### config.mk
export PLATFORM = sky130hd
export DESIGN_NAME = gpio_apb_bank
export DESIGN_NICKNAME = d
export VERILOG_FILES = /design/src/rtl/gpio_bank_pkg.sv /design/src/rtl/gpio_addr_decode.sv /design/src/rtl/gpio_port_regs.sv /design/src/rtl/gpio_in_sync.sv /design/src/rtl/gpio_irq_cfg.sv /design/src/rtl/gpio_apb_bank.sv
export SDC_FILE = /design/constraint.sdc
export NUM_CORES = 1
export LEC_CHECK = 0
export CAP_MARGIN = 20
export CORE_ASPECT_RATIO = 1.1
export CORE_UTILIZATION = 35
export CTS_CLUSTER_DIAMETER = 30
export DETAILED_ROUTE_END_ITERATION = 8
export DONT_BUFFER_PORTS = 1
export GPL_ROUTABILITY_DRIVEN = 0
export GPL_TIMING_DRIVEN = 0
export PLACE_DENSITY = 0.48
export RECOVER_POWER = 100
export SLEW_MARGIN = 20
export SYNTH_ARGS = -nofsm -noshare
export SYNTH_HDL_FRONTEND = slang
export SYNTH_SLANG_ARGS = --single-unit
### constraint.sdc
create_clock -name pclk -period 6.4 [get_ports pclk]
set_clock_uncertainty 0.05 [all_clocks]
set_input_delay 0 -clock pclk [delete_from_list [all_inputs] [get_ports pclk]]
set_output_delay 0 -clock pclk [all_outputs]
set_load 0.005 [all_outputs]
### src/rtl/gpio_bank_pkg.sv
package gpio_bank_pkg;

  localparam int unsigned BUS_W = 32;

  typedef enum logic [3:0] {
    RK_NONE,
    RK_DATA,
    RK_DIR,
    RK_EXT,
    RK_IEN,
    RK_IMASK,
    RK_ITYPE,
    RK_IPOL,
    RK_ISTAT,
    RK_DBNC,
    RK_EOI
  } reg_kind_e;

  typedef struct packed {
    reg_kind_e  kind;
    logic [1:0] port;
  } reg_sel_t;

  // Word index (byte offset / 4) to register; alt picks the second interrupt layout.
  function automatic reg_sel_t decode_word(input logic [5:0] word, input logic alt);
    reg_sel_t s;
    s.kind = RK_NONE;
    s.port = 2'd0;
    if (word < 6'd12) begin
      // data/direction pairs, three words per port
      s.port = 2'(word / 6'd3);
      if ((word % 6'd3) == 6'd0)      s.kind = RK_DATA;
      else if ((word % 6'd3) == 6'd1) s.kind = RK_DIR;
    end else if (word >= 6'd20 && word <= 6'd23) begin
      s.kind = RK_EXT;
      s.port = word[1:0];
    end else begin
      case (word)
        6'd12:   s.kind = RK_IEN;
        6'd13:   s.kind = alt ? RK_ITYPE : RK_IMASK;
        6'd14:   s.kind = alt ? RK_IPOL  : RK_ITYPE;
        6'd15:   s.kind = alt ? RK_ISTAT : RK_IPOL;
        6'd16:   s.kind = alt ? RK_EOI   : RK_ISTAT;
        6'd17:   s.kind = alt ? RK_IMASK : RK_NONE;
        6'd18:   s.kind = RK_DBNC;
        6'd19:   s.kind = alt ? RK_NONE  : RK_EOI;
        default: s.kind = RK_NONE;
      endcase
    end
    return s;
  endfunction

endpackage

### src/rtl/gpio_addr_decode.sv
module gpio_addr_decode
  import gpio_bank_pkg::*;
#(
  parameter int ADDR_W    = 8,
  parameter int NUM_PORTS = 4
) (
  input  logic [ADDR_W-1:0] addr,
  input  logic              alt,
  output reg_kind_e         kind,
  output logic [1:0]        port
);

  logic     hi_zero;
  reg_sel_t raw;

  generate
    if (ADDR_W > 8) begin : g_hi
      assign hi_zero = ~|addr[ADDR_W-1:8];
    end else begin : g_nohi
      assign hi_zero = 1'b1;
    end
  endgenerate

  always_comb begin
    raw  = decode_word(addr[7:2], alt);
    kind = raw.kind;
    port = raw.port;
    if (!hi_zero || (addr[1:0] != 2'b00)) kind = RK_NONE;
    if ((raw.kind inside {RK_DATA, RK_DIR, RK_EXT}) && (int'(raw.port) >= NUM_PORTS))
      kind = RK_NONE;
  end

endmodule

### src/rtl/gpio_port_regs.sv
module gpio_port_regs #(
  parameter int PORT_W = 32
) (
  input  logic              clk,
  input  logic              rst_n,
  input  logic              we_data,
  input  logic              we_dir,
  input  logic [PORT_W-1:0] wdata,
  output logic [PORT_W-1:0] data_q,
  output logic [PORT_W-1:0] dir_q
);

  always_ff @(posedge clk or negedge rst_n) begin
    if (!rst_n) begin
      data_q <= '0;
      dir_q  <= '0;
    end else begin
      if (we_data) data_q <= wdata;
      if (we_dir)  dir_q  <= wdata;
    end
  end

endmodule

### src/rtl/gpio_in_sync.sv
module gpio_in_sync #(
  parameter int W      = 32,
  parameter int STAGES = 2
) (
  input  logic         clk,
  input  logic         rst_n,
  input  logic [W-1:0] d,
  output logic [W-1:0] q
);

  logic [W-1:0] stg [STAGES];

  generate
    for (genvar s = 0; s < STAGES; s++) begin : g_stage
      always_ff @(posedge clk or negedge rst_n) begin
        if (!rst_n) stg[s] <= '0;
        else        stg[s] <= (s == 0) ? d : stg[(s == 0) ? 0 : s-1];
      end
    end
  endgenerate

  assign q = stg[STAGES-1];

endmodule

### src/rtl/gpio_irq_cfg.sv
module gpio_irq_cfg #(
  parameter int PORT_W = 32
) (
  input  logic              clk,
  input  logic              rst_n,
  input  logic              we_en,
  input  logic              we_mask,
  input  logic              we_type,
  input  logic              we_pol,
  input  logic              we_dbnc,
  input  logic              we_eoi,
  input  logic [PORT_W-1:0] wdata,
  output logic [PORT_W-1:0] en_q,
  output logic [PORT_W-1:0] mask_q,
  output logic [PORT_W-1:0] edge_q,
  output logic [PORT_W-1:0] pol_q,
  output logic [PORT_W-1:0] dbnc_q,
  output logic [PORT_W-1:0] eoi_q
);

  always_ff @(posedge clk or negedge rst_n) begin
    if (!rst_n) begin
      en_q   <= '0;
      mask_q <= '0;
      edge_q <= '0;
      pol_q  <= '0;
      dbnc_q <= '0;
      eoi_q  <= '0;
    end else begin
      if (we_en)   en_q   <= wdata;
      if (we_mask) mask_q <= wdata;
      if (we_type) edge_q <= wdata;
      if (we_pol)  pol_q  <= wdata;
      if (we_dbnc) dbnc_q <= wdata;
      // clear bits live for exactly one cycle
      eoi_q <= we_eoi ? wdata : '0;
    end
  end

endmodule

### src/rtl/gpio_apb_bank.sv
module gpio_apb_bank
  import gpio_bank_pkg::*;
#(
  parameter int NUM_PORTS   = 4,
  parameter int PORT_W      = 32,
  parameter int ADDR_W      = 8,
  parameter int SYNC_STAGES = 2
) (
  input  logic                        pclk,
  input  logic                        presetn,
  input  logic                        psel,
  input  logic                        penable,
  input  logic                        pwrite,
  input  logic [ADDR_W-1:0]           paddr,
  input  logic [BUS_W-1:0]            pwdata,
  output logic [BUS_W-1:0]            prdata,
  output logic                        pready,
  output logic                        pslverr,
  input  logic                        alt_map_i,
  input  logic [NUM_PORTS*PORT_W-1:0] pad_in,
  output logic [NUM_PORTS*PORT_W-1:0] pad_out,
  output logic [NUM_PORTS*PORT_W-1:0] pad_oe,
  input  logic [PORT_W-1:0]           irq_status_i,
  output logic [PORT_W-1:0]           irq_en_o,
  output logic [PORT_W-1:0]           irq_mask_o,
  output logic [PORT_W-1:0]           irq_edge_o,
  output logic [PORT_W-1:0]           irq_pol_o,
  output logic [PORT_W-1:0]           dbnc_en_o,
  output logic [PORT_W-1:0]           eoi_o
);

  localparam int PADS_W = NUM_PORTS * PORT_W;

  // named internal events, visible to the bound checker
  logic              wr_fire;
  logic              rd_sel;
  reg_kind_e         dec_kind;
  logic [1:0]        dec_port;
  logic [PORT_W-1:0] wdata_w;
  logic [PADS_W-1:0] ext_sync;
  logic [PORT_W-1:0] sync_a;
  logic [PORT_W-1:0] rd_val;

  logic [PORT_W-1:0] data_q [NUM_PORTS];
  logic [PORT_W-1:0] dir_q  [NUM_PORTS];

  assign wr_fire = psel & penable & pwrite;
  assign rd_sel  = psel & ~pwrite;
  assign wdata_w = pwdata[PORT_W-1:0];
  assign pready  = 1'b1;
  assign pslverr = 1'b0;

  gpio_addr_decode #(
    .ADDR_W   (ADDR_W),
    .NUM_PORTS(NUM_PORTS)
  ) u_dec (
    .addr(paddr),
    .alt (alt_map_i),
    .kind(dec_kind),
    .port(dec_port)
  );

  generate
    for (genvar p = 0; p < NUM_PORTS; p++) begin : g_port
      gpio_port_regs #(.PORT_W(PORT_W)) u_regs (
        .clk    (pclk),
        .rst_n  (presetn),
        .we_data(wr_fire && dec_kind == RK_DATA && dec_port == 2'(p)),
        .we_dir (wr_fire && dec_kind == RK_DIR  && dec_port == 2'(p)),
        .wdata  (wdata_w),
        .data_q (data_q[p]),
        .dir_q  (dir_q[p])
      );
      assign pad_out[p*PORT_W +: PORT_W] = data_q[p];
      assign pad_oe [p*PORT_W +: PORT_W] = dir_q[p];
    end
  endgenerate

  gpio_in_sync #(.W(PADS_W), .STAGES(SYNC_STAGES)) u_sync (
    .clk  (pclk),
    .rst_n(presetn),
    .d    (pad_in),
    .q    (ext_sync)
  );
  assign sync_a = ext_sync[PORT_W-1:0];

  gpio_irq_cfg #(.PORT_W(PORT_W)) u_irq (
    .clk    (pclk),
    .rst_n  (presetn),
    .we_en  (wr_fire && dec_kind == RK_IEN),
    .we_mask(wr_fire && dec_kind == RK_IMASK),
    .we_type(wr_fire && dec_kind == RK_ITYPE),
    .we_pol (wr_fire && dec_kind == RK_IPOL),
    .we_dbnc(wr_fire && dec_kind == RK_DBNC),
    .we_eoi (wr_fire && dec_kind == RK_EOI),
    .wdata  (wdata_w),
    .en_q   (irq_en_o),
    .mask_q (irq_mask_o),
    .edge_q (irq_edge_o),
    .pol_q  (irq_pol_o),
    .dbnc_q (dbnc_en_o),
    .eoi_q  (eoi_o)
  );

  always_comb begin
    rd_val = '0;
    case (dec_kind)
      RK_DATA: for (int p = 0; p < NUM_PORTS; p++) if (dec_port == 2'(p)) rd_val = data_q[p];
      RK_DIR:  for (int p = 0; p < NUM_PORTS; p++) if (dec_port == 2'(p)) rd_val = dir_q[p];
      RK_EXT:  for (int p = 0; p < NUM_PORTS; p++)
                 if (dec_port == 2'(p)) rd_val = ext_sync[p*PORT_W +: PORT_W];
      RK_IEN:   rd_val = irq_en_o;
      RK_IMASK: rd_val = irq_mask_o;
      RK_ITYPE: rd_val = irq_edge_o;
      RK_IPOL:  rd_val = irq_pol_o;
      RK_ISTAT: rd_val = irq_status_i;
      RK_DBNC:  rd_val = dbnc_en_o;
      default:  rd_val = '0;
    endcase
  end

  assign prdata = rd_sel ? BUS_W'(rd_val) : '0;

endmodule

; ---- Word-level counts from Yosys, hierarchy flattened
; Index checks and enable logic that the tools add are counted.
[op_classes]
reduce_logical = 20
order_cmp = 3
bitwise = 4
div = 2
eq_ne = 22
muxes = 28
[op_table]
columns = operator, count
row1 = $mux W32, 14
row2 = $pmux W32 S9, 1
row3 = $pmux W4 S8, 1
row4 = $eq A6 B4 Y1 const B, 4
row5 = $eq A6 B5 Y1 const B, 4
row6 = $logic_and A1 B1 Y1, 17
row7 = $eq A4 B3 Y1 const B, 4
row8 = $mux W4, 4
row9 = $eq A4 B4 Y1 const B, 3
row10 = $mux W2, 5
row11 = $eq A4 B2 Y1 const B, 2
row12 = $div A6 B2 Y6 const B, 1
row13 = $eq A6 B1 Y1 const B, 1
row14 = $ge A6 B5 Y1 const B, 1
row15 = $le A6 B5 Y1 const B, 1
row16 = $logic_not A6 Y1, 1
row17 = $lt A6 B4 Y1 const B, 1
row18 = $mod A6 B2 Y6 const B, 1
row19 = $mux W6, 1
row20 = $eq A2 B2 Y1 const B, 2
row21 = $eq A4 B1 Y1 const B, 1
row22 = $and A1 B1 Y1, 3
row23 = $mux W3, 1
row24 = $eq A2 B1 Y1 const B, 1
row25 = 4 further kinds, 4
[totals]
out_inout_bits = 482
inputBits = 206
regBits = 704
wordCells = 95

; ---- Logic depth before layout (Yosys ltp)
[depth]
word_depth = 12
ltp_mapped = 23
mapped_depth_nobuf = 18

; ---- By module
; From an unflattened synthesis, not the netlist that was laid out.
[unflattened]
hier_cells = 1888
area_unflattened_um2 = 31411.4
[modules_own_cells]
columns = mod, cells_each, instances, area_per_inst_um2
row1 = gpio_port_regs, 136, 4, 2690.1
row2 = gpio_irq_cfg, 407, 1, 7737.4
row3 = gpio_in_sync, 384, 1, 7367.1
row4 = gpio_apb_bank, 441, 1, 4805.9
row5 = gpio_addr_decode, 112, 1, 740.7

; ---- Least setup slack after synthesis
; OpenSTA, ideal clock, no wires.
[synth_path]
path_kind = input to register
from = input port paddr[4]
to = register u_irq.edge_q[10]
path_buffers = 4
cell_stages = 21
slack_ns = 1.767
setup_time_ns = 0.125
t_arrival_ns = 4.458
cell_sequence = buf_4 -> or3b_1 -> nand3_1 -> and2_1 -> ha_1 -> clkbuf_1 -> nor2b_1 -> o211a_1 -> or2_2 -> nand3_1 -> o21ai_0 -> ha_1 -> or4_1 -> and2_4 -> o2bb2ai_2 -> nor4_4 -> a31oi_2 -> or3_1 -> buf_6 -> buf_8 -> mux2_4
[synth_between]
elab_chain_len = 8
elab_cells_between_ends = 23
cone_classes = div (1) / order compare (3) / eq/ne (10) / mux (6) / reduce/logical (3)
[synth_rtl]
columns = element, line_no
row1 = from (decl), gpio_apb_bank.sv:14  ; input logic [ADDR_W-1:0] paddr,
row2 = $mod A6 B2 Y6, "gpio_bank_pkg.sv:32, gpio_bank_pkg.sv:33"
row3 = $eq A6 B1 Y1, gpio_bank_pkg.sv:33  ; else if ((word % 6'd3) == 6'd1) s.kind = RK_DIR;
row4 = $mux W2, gpio_bank_pkg.sv:33
row5 = $mux W2, gpio_bank_pkg.sv:32  ; if ((word % 6'd3) == 6'd0) s.kind = RK_DATA;
row6 = $mux W6 *, gpio_bank_pkg.sv:29  ; if (word < 6'd12) begin
row7 = $mux W4 *, gpio_addr_decode.sv:28  ; if (!hi_zero || (addr[1:0] != 2'b00)) kind = RK_NONE;
row8 = $eq A4 B3 Y1 *, gpio_apb_bank.sv:92  ; .we_type(wr_fire && dec_kind == RK_ITYPE),
row9 = $logic_and A1 B1 Y1 *, gpio_apb_bank.sv:92
row10 = to (signal assigned), gpio_irq_cfg.sv:32  ; if (we_type) edge_q <= wdata;
row11 = to (decl), gpio_irq_cfg.sv:15  ; output logic [PORT_W-1:0] edge_q,
; Mark *: on every way between the ends. The rest lies on a longest branch, timed or not.
; A chain may end at the register's enable or synchronous reset.

; ---- Worst setup path after layout
[layout_path]
from = input port paddr[5]
to = register g_port[1].u_regs.data_q[16]
[layout_between]
elab_chain_len = 9
elab_cells_between_ends = 27
cone_classes = div (2) / order compare (3) / eq/ne (11) / mux (7) / reduce/logical (4)
[layout_rtl]
columns = element, line_no
row1 = $mod A6 B2 Y6, "gpio_bank_pkg.sv:32, gpio_bank_pkg.sv:33"
row2 = $eq A6 B1 Y1, gpio_bank_pkg.sv:33
row3 = $mux W2, gpio_bank_pkg.sv:33
row4 = $mux W2, gpio_bank_pkg.sv:32
row5 = $mux W6 *, gpio_bank_pkg.sv:29
row6 = $mux W4, gpio_addr_decode.sv:28
row7 = $eq A4 B1 Y1, gpio_apb_bank.sv:68  ; .we_data(wr_fire && dec_kind == RK_DATA && dec_port == 2'(p)),
row8 = $logic_and A1 B1 Y1, gpio_apb_bank.sv:68
row9 = $logic_and A1 B1 Y1 *, gpio_apb_bank.sv:68
row10 = to (signal assigned), gpio_port_regs.sv:18  ; if (we_data) data_q <= wdata;
row11 = to (decl), gpio_port_regs.sv:9  ; output logic [PORT_W-1:0] data_q,
; Marked as above.

==> results summary <==
The run finished, with violations left. The final reports fail on design-rule violations, max-capacitance violations, max-slew violations. The data arrival time of the worst path is 6.75 ns. The cell area reported after detailed placement is 30,000 sq um. The startpoint class of the critical path is a primary input. The aggregate global routing overflow is 0. The total number of H-tree levels is 4. The I/O pin total came out at ~700.

The detailed-placement wirelength estimate came out at 86,000 um. Leaving out fill and tap cells, the most frequent cells in the layout are sky130_fd_sc_hd__dfrtp_1, sky130_fd_sc_hd__mux2_2, sky130_fd_sc_hd__dlygate4sd3_1, sky130_fd_sc_hd__clkbuf_16, sky130_fd_sc_hd__clkbuf_1. Among the stages of the critical path, the cell type that occurs most often is sky130_fd_sc_hd__ha_1. The critical path ends at g_port[1].u_regs.data_q[16]. Before antenna repair, the detailed router went through 9 iterations. The synthesized netlist net count is 2,101. In the post-synthesis netlist, the biggest area contributors are sky130_fd_sc_hd__dfrtp_1, sky130_fd_sc_hd__mux2_2, sky130_fd_sc_hd__mux4_2.

Net switching is around a quarter of the power. In this run the horizontal extent of the chip is 275 um. The wire length per cell is 33.5 um. The critical path in this run is classified as primary input to register. The synthesis-to-finish area growth came out at 33.1%. The total non-filler cell area in the finished layout came out at about 38,000 sq um. The path type of the worst min-delay path is primary input to register. The combinational cell fraction of total power came out at 5.2%. The floorplan row count is between 100 and 150. The async set or reset register ratio after synthesis came out at 100%. The relative contribution of sequential cells to total power is between 30% and 40%. The smallest hold slack is 0.0567 ns.

The share of final-layout standard cells stronger than drive strength 1 is 33.6%. The total of endpoints with negative setup slack in the final report came out at 0. The detailed router finished its first iteration with between 1,500 and 2,000 violations. The final hold violation count came out at 0.

Of the post-synthesis cell area, the dominant cell type holds 61.6%. The total CTS buffers is about 150. The slowest stage of the critical path is the sky130_fd_sc_hd__nor4b_1 cell. The largest net degree at the start of global routing is 705. The critical path goes through buf_6 > buf_4 > nor3b_1 > a211o_1 > and2_1 > ha_1 > nor2b_1 > o211a_1 > or2_2 > nand3_1 > o21ai_0 > ha_1 > or4_1 > o31a_1 > and2_0 > o2bb2ai_1 > nor3_1 > a22oi_2 > nor4b_1 > buf_2 > mux2_2. After synthesis the cells add up to about 29,000 sq um. The overall global routing resource usage is 28.1%. Measured against its own limit, the worst slew margin works out to -161%. The die height came out at 302 um. The number of standard cells after synthesis is approximately 1,900. The worst path uses 96.8% of the clock period. The number of violations of the max-capacitance limit came out at 7. The data required time at the worst endpoint came out at 6.96 ns. The proportion of power drawn by the clock network is 59.7%. The final critical path time including I/O delays and setup is 6.20 ns. The filler cell count in the final layout came out at 7,001. The number of nets with antenna violations after detailed routing is 0.

The kind of end point of the critical path is a register. The largest buffer count on any clock path came out at 3. In the final design database the tool counted 2,552 nets.

The library cell used most frequently in the layout, excluding fill and tap cells, is sky130_fd_sc_hd__dfrtp_1. The clock insertion delay at the later pin of the skew report is 0.74 ns. The die outline area is between 80,000 and 90,000 sq um.

The clock input transition at the sequential cells of the worst setup and hold paths came out at roughly 0.05 ns. In this run the critical register-to-register path is launched from u_irq.mask_q[31]. The number of unique standard cell types used by synthesis came out at between 70 and 80. The aggregate routed wire length is between 100,000 and 150,000 um. The wire length of the first global-routing pass is 161,000 um. The count of pins over their slew limit is 360.

Each instance of the synthesized netlist takes up on average 15.1 sq um. The number of global-route vias before repair came out at 20,400. The worst-case setup margin in the final layout is 0.204 ns. Setup slack on the worst reg-to-reg path comes out at 5.34 ns. The final design utilization is 47.2%. Once the floorplan was initialized, standard cells occupied 35.5% of the core. The post-route setup TNS is 0 ns. After floorplanning, the core was sized to cover 80,600 sq um. The total number of yosys warnings is 0. The depth of the worst register-to-register path is 1.

For the pin with the worst max-slew slack, the measured transition is roughly 4 ns. The initial antenna violation count came out at 6. The tree built by TritonCTS fans out to 704 sinks. Counting flops and latches in the post-synthesis netlist gives 704.

The share of synthesized area occupied by flip-flops and latches came out at 61.6%. The number of vias per cell after detailed routing came out at 5.47. For this run, the slowest stage of the critical path takes 1.65 ns. The largest voltage drop on the vdd net came out at 322 uV. During placement, the flow inserted port buffers numbering 0.

The highest net fanout along the worst path is 10. Across all layers, the routed design uses 19,300 vias. The capturing point of the worst reg2reg path is u_irq.mask_q[31]. The maximum clock rate came out at 161 MHz. The cell sitting at the root of the clock tree is a sky130_fd_sc_hd__clkbuf_16. The DRC violation count after routing is 90.

In the synthesized netlist the dominant register cell turns out to be sky130_fd_sc_hd__dfrtp_1. The number of flops mapped to enable cells by yosys is 0. In this run the worst setup path begins at paddr[5]. The post-placement worst setup slack came out at -0.0374 ns.

The net switching power is 3.20 mW. TritonCTS built the clock tree. The leakage power came out at 17.4 nW. The internal power came out at 10.2 mW. The power density normalized to cell area came out at 352 nW/um^2.

Summed over all instances, the cell type with the most area after synthesis is sky130_fd_sc_hd__dfrtp_1. Setup repair after global routing left no endpoint under its margin.
[metrics by stage]
| stage | cells | power [mW] |
|---|---|---|
| final | 3527 | 13.4 |
| after detailed placement | 2949 | 5.22 |
| after floorplan | 1893 | 5.01 |
| after global placement | 2947 | 5.21 |
| after global routing | 3526 | 13.8 |
| after CTS | 3516 | 13.4 |
[area by class of cell]
class                           instances  area (sq um)  area share [%]
Clock inverter                         83          1200            3.14
Multi-Input combinational cell       1024         10100            26.4
Antenna cell                            6          15.0          0.0394
Inverter                                4          15.0          0.0394
Buffer                                160           689            1.81
Sequential cell                       704         17600            46.3
Timing Repair Buffer                  301          3030            7.95
Clock buffer                          191          4130            10.8
Tap cell                             1054          1320            3.46
[cell usage after synthesis, types with 3 or more instances]
cell type	instances
sky130_fd_sc_hd__dfrtp_1	704
sky130_fd_sc_hd__mux2_2	449
sky130_fd_sc_hd__clkbuf_1	100
sky130_fd_sc_hd__a22oi_1	98
sky130_fd_sc_hd__mux4_2	64
sky130_fd_sc_hd__buf_2	50
sky130_fd_sc_hd__a21oi_1	43
sky130_fd_sc_hd__nand2_1	41
sky130_fd_sc_hd__and2_1	36
sky130_fd_sc_hd__nor2_1	35
sky130_fd_sc_hd__a222oi_1	32
sky130_fd_sc_hd__o21ai_0	31
sky130_fd_sc_hd__mux2_4	30
sky130_fd_sc_hd__o31a_1	24
sky130_fd_sc_hd__nand2b_1	11
sky130_fd_sc_hd__nor2b_1	10
sky130_fd_sc_hd__o221ai_1	10
sky130_fd_sc_hd__o21a_1	9
sky130_fd_sc_hd__nand3_1	7
sky130_fd_sc_hd__buf_4	6
sky130_fd_sc_hd__nand4_1	6
sky130_fd_sc_hd__nor3_1	6
sky130_fd_sc_hd__nor4b_2	5
sky130_fd_sc_hd__a21boi_0	4
sky130_fd_sc_hd__nor3b_1	4
sky130_fd_sc_hd__a211oi_1	3
sky130_fd_sc_hd__buf_8	3
sky130_fd_sc_hd__inv_1	3
sky130_fd_sc_hd__mux2i_1	3
sky130_fd_sc_hd__nand3b_1	3
sky130_fd_sc_hd__nor4bb_1	3
sky130_fd_sc_hd__or4_1	3
sky130_fd_sc_hd__xor2_1	3
[registers in the layout, summed over array words and instances, names as in the netlist]
name and flops:
u_sync.stg 128, g_port.u_regs.data_q 128, g_port.u_regs.dir_q 128, u_irq.dbnc_q 32
u_irq.en_q 32, u_irq.edge_q 32, u_irq.mask_q 32, u_sync.q 128
u_irq.pol_q 32, u_irq.eoi_q 32
[cells by family after synthesis]
kind of cell             count (synthesis)  share of synthesized area, %
buffers and inverters                  165                          2.63
adder cells (fa/ha/maj)                  2                        0.0874
AO/OA/AOI/OAI                          282                          7.33
XOR/XNOR                                 6                         0.210
flip-flops                             704                          61.6
multiplexers                           547                          24.4
AND/OR/NAND/NOR                        185                          3.71
other                                    2                        0.0262
[timing repair]
action	4_1_cts	5_1_grt
endpoints found under the hold margin	1280	194
setup buffers	0	0
resized for setup	1	3
hold buffers	293	2
pin swaps	0	1
cloned	0	0
endpoints found under the setup margin	1	25
[power by group through the flow]
stage	Clock (mW)	Combinational (mW)	Sequential, mW
3_3_place_gp	0	0.450	4.76
6_report	8.00	0.699	4.70
5_1_grt	8.37	0.749	4.71
3_5_place_dp	0	0.456	4.77
2_1_floorplan	0	0.294	4.71
4_1_cts	8.12	0.620	4.70
[metal layers]
| layer | up-vias | part of all wire, % | global-route usage, % |
|---|---|---|---|
| met3 | 213 | 10 | 12.0 |
| met5 | - | 0.0093 | 0 |
| met2 | 930 | 51 | 48.8 |
| li1 | 7987 | - | - |
| met1 | 10200 | 36 | 30.2 |
| met4 | 2 | 3.8 | 10.9 |
[worst max-delay path, delay by kind of cell]
kind / cells / cell delay, ns
multiplexers: 1 / 0.38
AND/OR/NAND/NOR: 9 / 3.72
AO/OA/AOI/OAI: 6 / 1.04
buffers and inverters: 3 / 0.88
adder cells (fa/ha/maj): 2 / 0.70
[worst min path at each step]
stage,start,end,slack [ns],depth (start not counted)
floorplan,presetn,g_port[0].u_regs.data_q[0],-0.35,0
global placement,presetn,u_sync.stg[200],-0.33,0
detailed placement,presetn,u_sync.q[70],-0.33,0
CTS,presetn,u_sync.q[70],-1.13,0
global route,pwdata[4],u_irq.dbnc_q[4],0.05,2
finish,pwdata[4],u_irq.mask_q[4],0.06,2
(Power assumes the default switching activity.)
